==> src/rtl/vbl_irq_pkg.sv <==
package vbl_irq_pkg;
   typedef enum logic [1:0] {
      SEL_NONE = 2'd0,
      SEL_ENA  = 2'd1,
      SEL_STS  = 2'd2
   } reg_sel_e;

   localparam logic [31:0] DEF_STS_WMASK = 32'h000F_040F;
endpackage

==> src/rtl/vbl_tick_gen.sv <==
module vbl_tick_gen #(
   parameter int TICK_CYCLES = 2083333
) (
   input  logic clk_i,
   input  logic rst_ni,
   input  logic restart_i,
   input  logic stop_i,
   output logic tick_o,
   output logic running_o
);
   localparam int CNT_W = (TICK_CYCLES > 2) ? $clog2(TICK_CYCLES) : 1;
   localparam logic [CNT_W-1:0] LAST = CNT_W'(TICK_CYCLES - 1);

   logic [CNT_W-1:0] cnt_q;
   logic             run_q;

   assign tick_o    = run_q && (cnt_q == LAST);
   assign running_o = run_q;

   always_ff @(posedge clk_i or negedge rst_ni) begin
      if (!rst_ni) begin
         run_q <= 1'b0;
         cnt_q <= '0;
      end else if (restart_i) begin
         run_q <= 1'b1;
         cnt_q <= '0;
      end else if (stop_i) begin
         run_q <= 1'b0;
         cnt_q <= '0;
      end else if (tick_o) begin
         cnt_q <= '0;
      end else if (run_q) begin
         cnt_q <= cnt_q + 1'b1;
      end
   end
endmodule

==> src/rtl/vbl_reg_file.sv <==
module vbl_reg_file
   import vbl_irq_pkg::*;
#(
   parameter int          DATA_W    = 32,
   parameter int          ADDR_W    = 4,
   parameter int          ENA_OFS   = 0,
   parameter int          STS_OFS   = 4,
   parameter int          VBL_BIT   = 0,
   parameter logic [31:0] STS_WMASK = DEF_STS_WMASK,
   parameter bit          READ_REG  = 1'b1
) (
   input  logic              clk_i,
   input  logic              rst_ni,
   input  logic              wr_en_i,
   input  logic              rd_en_i,
   input  logic [ADDR_W-1:0] addr_i,
   input  logic [DATA_W-1:0] wdata_i,
   input  logic              tick_i,
   output logic [DATA_W-1:0] rdata_o,
   output logic [DATA_W-1:0] en_o,
   output logic [DATA_W-1:0] sts_o,
   output logic              restart_o,
   output logic              stop_o
);
   localparam logic [DATA_W-1:0] WMASK = DATA_W'(STS_WMASK);

   reg_sel_e          sel;
   logic [DATA_W-1:0] en_q, sts_q, sts_d, rd_mux;

   always_comb begin
      if (addr_i == ADDR_W'(ENA_OFS))      sel = SEL_ENA;
      else if (addr_i == ADDR_W'(STS_OFS)) sel = SEL_STS;
      else                                 sel = SEL_NONE;
   end

   assign restart_o = wr_en_i && (sel == SEL_ENA) && wdata_i[VBL_BIT];
   assign stop_o    = wr_en_i && (sel == SEL_ENA) && !wdata_i[VBL_BIT];

   always_comb begin
      sts_d = sts_q;
      if (wr_en_i && (sel == SEL_STS)) sts_d = sts_d & ~(wdata_i & WMASK);
      if (restart_o || tick_i)         sts_d[VBL_BIT] = 1'b1;
   end

   always_ff @(posedge clk_i or negedge rst_ni) begin
      if (!rst_ni) begin
         en_q  <= '0;
         sts_q <= '0;
      end else begin
         if (wr_en_i && (sel == SEL_ENA)) en_q <= wdata_i;
         sts_q <= sts_d;
      end
   end

   always_comb begin
      unique case (sel)
         SEL_ENA: rd_mux = en_q;
         SEL_STS: rd_mux = sts_q;
         default: rd_mux = '0;
      endcase
   end

   generate
      if (READ_REG) begin : g_rd_reg
         logic [DATA_W-1:0] rdata_q;
         always_ff @(posedge clk_i or negedge rst_ni) begin
            if (!rst_ni)      rdata_q <= '0;
            else if (rd_en_i) rdata_q <= rd_mux;
         end
         assign rdata_o = rdata_q;
      end else begin : g_rd_comb
         assign rdata_o = rd_en_i ? rd_mux : '0;
      end
   endgenerate

   assign en_o  = en_q;
   assign sts_o = sts_q;
endmodule

==> src/rtl/vbl_irq_ctrl.sv <==
module vbl_irq_ctrl
   import vbl_irq_pkg::*;
#(
   parameter int          DATA_W      = 32,
   parameter int          ADDR_W      = 4,
   parameter int          ENA_OFS     = 0,
   parameter int          STS_OFS     = 4,
   parameter int          VBL_BIT     = 0,
   parameter logic [31:0] STS_WMASK   = DEF_STS_WMASK,
   parameter int          TICK_CYCLES = 2083333,
   parameter bit          READ_REG    = 1'b1
) (
   input  logic              clk_i,
   input  logic              rst_ni,
   input  logic              wr_en_i,
   input  logic              rd_en_i,
   input  logic [ADDR_W-1:0] addr_i,
   input  logic [DATA_W-1:0] wdata_i,
   output logic [DATA_W-1:0] rdata_o,
   output logic              irq_o
);
   generate
      if (DATA_W != 32) begin : g_bad_width
         $error("vbl_irq_ctrl: DATA_W must be 32");
      end
      if (TICK_CYCLES < 2) begin : g_bad_period
         $error("vbl_irq_ctrl: TICK_CYCLES must be at least 2");
      end
      if (VBL_BIT < 0 || VBL_BIT >= DATA_W) begin : g_bad_bit
         $error("vbl_irq_ctrl: VBL_BIT out of range");
      end
      if (ENA_OFS == STS_OFS || ENA_OFS >= (1 << ADDR_W) || STS_OFS >= (1 << ADDR_W)) begin : g_bad_map
         $error("vbl_irq_ctrl: register offsets invalid");
      end
   endgenerate

   logic [DATA_W-1:0] en_q, sts_q;
   logic              tick, running, restart, stop;

   vbl_reg_file #(
      .DATA_W(DATA_W), .ADDR_W(ADDR_W), .ENA_OFS(ENA_OFS), .STS_OFS(STS_OFS),
      .VBL_BIT(VBL_BIT), .STS_WMASK(STS_WMASK), .READ_REG(READ_REG)
   ) u_regs (
      .clk_i(clk_i), .rst_ni(rst_ni), .wr_en_i(wr_en_i), .rd_en_i(rd_en_i),
      .addr_i(addr_i), .wdata_i(wdata_i), .tick_i(tick), .rdata_o(rdata_o),
      .en_o(en_q), .sts_o(sts_q), .restart_o(restart), .stop_o(stop)
   );

   vbl_tick_gen #(
      .TICK_CYCLES(TICK_CYCLES)
   ) u_tick (
      .clk_i(clk_i), .rst_ni(rst_ni), .restart_i(restart), .stop_i(stop),
      .tick_o(tick), .running_o(running)
   );

   assign irq_o = |(sts_q & en_q);
endmodule

==> config.mk <==
export PLATFORM = sky130hd
export DESIGN_NAME = vbl_irq_ctrl
export DESIGN_NICKNAME = d
export VERILOG_FILES = /design/src/rtl/vbl_irq_pkg.sv /design/src/rtl/vbl_tick_gen.sv /design/src/rtl/vbl_reg_file.sv /design/src/rtl/vbl_irq_ctrl.sv
export SDC_FILE = /design/constraint.sdc
export NUM_CORES = 1
export LEC_CHECK = 0
export BUFFER_PORTS_ARGS = -buffer_cell sky130_fd_sc_hd__buf_4
export CAP_MARGIN = 10
export CORE_ASPECT_RATIO = 0.8
export CORE_UTILIZATION = 41
export CTS_BUF_LIST = sky130_fd_sc_hd__clkbuf_4
export CTS_CLUSTER_DIAMETER = 150
export DETAILED_ROUTE_END_ITERATION = 12
export SETUP_SLACK_MARGIN = 0.05
export SLEW_MARGIN = 20
export SYNTH_ARGS = -nofsm -noshare
export SYNTH_HDL_FRONTEND = slang
export SYNTH_HIERARCHICAL = 1
export SYNTH_SLANG_ARGS = --single-unit
==> constraint.sdc <==
create_clock -name clk_i -period 2 [get_ports clk_i]
set_clock_uncertainty 0.15 [all_clocks]
set_input_delay 0.3 -clock clk_i [delete_from_list [all_inputs] [get_ports clk_i]]
set_output_delay 0.3 -clock clk_i [all_outputs]
set_load 0.02 [all_outputs]
==> impl_metrics.tcl <==
set metrics [dict create \
    status "finished with violations" \
    fin_crit_ps 2330 \
    die_w_microns 119 \
    crit_arrival_ps 1880 \
    port_buffers 72 \
    clk_latency_ps 450 \
    post_synth.cell_area_avg_sq_um 11.2 \
    routed.top_layer "met4" \
    grt_max_degree 48 \
    powerDensity_nw_per_um2 845 \
    vias_per_cell 5.28 \
    drt-met1-wl_microns 5300 \
    cts.clk_slew.worst_paths_ps 150 \
    leakagePower_nw 2.83 \
    synth-async-reset-ratio_pct 100 \
    drv_slew 0 \
    synth_cell_types 46 \
    r2r_cells 6 \
    ys_ff_latch 95 \
    initial_core_util_pct 42.9 \
    critPathKind "register to output port" \
    end_kind "output port" \
    synth-edff-count 0 \
    grt_pass1_vias 3563 \
    holdPathStages 4 \
    rsz0062_at_grt "yes" \
    antenna_left 0 \
    grt-ovfl-total 0 \
    numCtsBuffers 9 \
    synthFlopType "dfrtp_1" \
    antenna_found_initial 0 \
    dr.pass1.iters 4 \
    antenna_cells 0 \
    synth_top_cell_area_share_pct 53.1 \
    synthCells 400 \
    nets 592 \
    grt_first_pass_wirelength_microns 18300 \
    vias 3671 \
    dp.cells 623 \
    ys_seq_area_share_pct 53.1 \
    peakVddDrop_uv 432 \
    cts_buffer_depth 2 \
    row_count 33 \
    drc 0 \
    gp_congestion 0.834 \
    route.met2.wl_microns 5250 \
    synth.most_common_cell "dfrtp_1" \
    cp-start-kind "register" \
    failed_checks "negative setup slack" \
    power_w 0.00520 \
    dp_hpwl_microns 7290 \
    min_path_type "input port to register" \
    cts_tree "built" \
    maxCapViolCount 0 \
    pre_cts_ws_ps -126 \
    boundaryPins 73 \
    gr-usage-all-layers_pct 21.1 \
    wl_met3_microns 608 \
    root_buffer "clkbuf_4" \
    htreeDepth 3 \
    post-route-period-util_pct 116 \
    yosys.area.top_type "dfrtp_1" \
    syn_to_final_growth_pct 37.2 \
    netlist_top_cells_area "dfrtp_1 53%, mux2_2 9.6%, a22o_1 4.7%" \
    finalHoldViolCount 0 \
    core_area_sq_um 10400 \
    drive_above_1_share_pct 39.3 \
    drt_iter0_drc 179 \
    cp.required_ps 1550 \
    clock_sinks 95 \
    fmax_mhz 429 \
    die_area_sq_um 11400 \
    synth_area_sq_um 4480 \
    fin_cells 695 \
    routedWlPerCell_microns 16.2 \
    synth_top_cells_by_count "95 x dfrtp_1, 38 x mux2_2, 33 x nand3_1" \
    yosys_warnings 6 \
    postLayoutCoreUtil_pct 58.9 \
    die_h_microns 95.5 \
    path_max_fanout 2 \
    setup_viol 2 \
    setup_ws_ps -328 \
    fill_cells 887 \
    wirelength_microns 11300 \
]
-- sequential cells by signal, indices dropped and copies added (netlist names) --
register and flops:
u_regs/en_o 32, u_regs/rdata_o 32, u_regs/sts_o 9, u_tick/cnt_q 21, u_tick/running_o 1
-- path summary, 6_finish.rpt --
check,startpoint,slack (ps),endpoint
worst max-delay path,u_regs/en_o[17],-330,irq_o
worst max register to register,u_tick/cnt_q[11],-10,u_tick/cnt_q[15]
worst min-delay path,wr_en_i,80,u_regs/en_o[0]
min in group asynchronous,rst_ni,160,u_regs/en_o[12]
max in group asynchronous,rst_ni,910,u_regs/rdata_o[16]
worst min register to register,u_regs/rdata_o[11],380,u_regs/rdata_o[11]
-- placed cells by master (no fill, tap or decap), drive strengths merged, types with 3 or more instances in the layout --
master	netlist	layout
a21boi	8	8
a21oi	3	3
a22o	24	24
a22oi	17	17
and3	7	7
buf	36	125
clkbuf	7	10
conb	1	23
dfrtp	95	95
dlygate4sd3	0	34
inv	16	20
mux2	40	40
nand2	24	24
nand3	33	33
nand4	13	13
nor2	12	12
nor3	3	3
nor4	3	3
o211ai	3	3
o21ai	15	15
o311ai	3	3
o31ai	3	3
or3	7	7
or4	3	3
-- layout make-up --
class / count / area, sq um / share of cell area [%]
clock buffer: 9 / 67.6 / 1.10
multi-input combinational: 268 / 1990 / 32.4
inverter: 16 / 60.1 / 0.977
clock inverter: 7 / 85.1 / 1.38
sequential: 95 / 2380 / 38.8
tap: 140 / 175 / 2.85
timing repair buffer: 160 / 1390 / 22.5
-- stage by stage --
stage               instance area, sq um  hold slack, ps  setup TNS [ps]
finish                              6150            82.7            -340
CTS                                 5910            50.1            -360
floorplan                           4580            -146               0
global placement                    5310             144           -1060
global route                        6150            54.5            -496
detailed placement                  5310             147           -1140
-- cell families after synthesis --
group / count (synthesis) / share of synthesized area [%]
flip-flops: 95 / 53.1
adder cells (fa/ha/maj): 2 / 0.558
AO/OA/AOI/OAI: 84 / 14.1
multiplexers: 40 / 10.1
AND/OR/NAND/NOR: 117 / 14.0
other: 1 / 0.0837
XOR/XNOR: 2 / 0.391
buffers and inverters: 59 / 7.71
-- timing repair --
action,CTS,global route
hold buffers,34,0
pin swaps,7,23
endpoints found under the setup margin,2,19
gates resized for setup,14,34
cloned,0,1
endpoints found under the hold margin,79,0
setup buffers,10,11
-- critical path, cell delays in order, from the launching register on --
cell and delay, ps:
dfrtp_1 420, a22oi_2 230, nand4_1 120, or4_4 520
buf_6 150
-- per-layer routing --
layer	GRT usage [%]	up-vias
li1	-	1731
met3	4.61	8
met1	29.4	1838
met2	33.2	94
met4	6.33	0
met5	0	-
-- power breakdown --
| group | switching, W | internal, W |
|---|---|---|
| Sequential | 0.000360 | 0.00225 |
| Clock | 0.000709 | 0.000408 |
| Combinational | 0.000649 | 0.000819 |
| Total | 0.00172 | 0.00348 |
No activity file was read; power rests on OpenSTA's default activity.
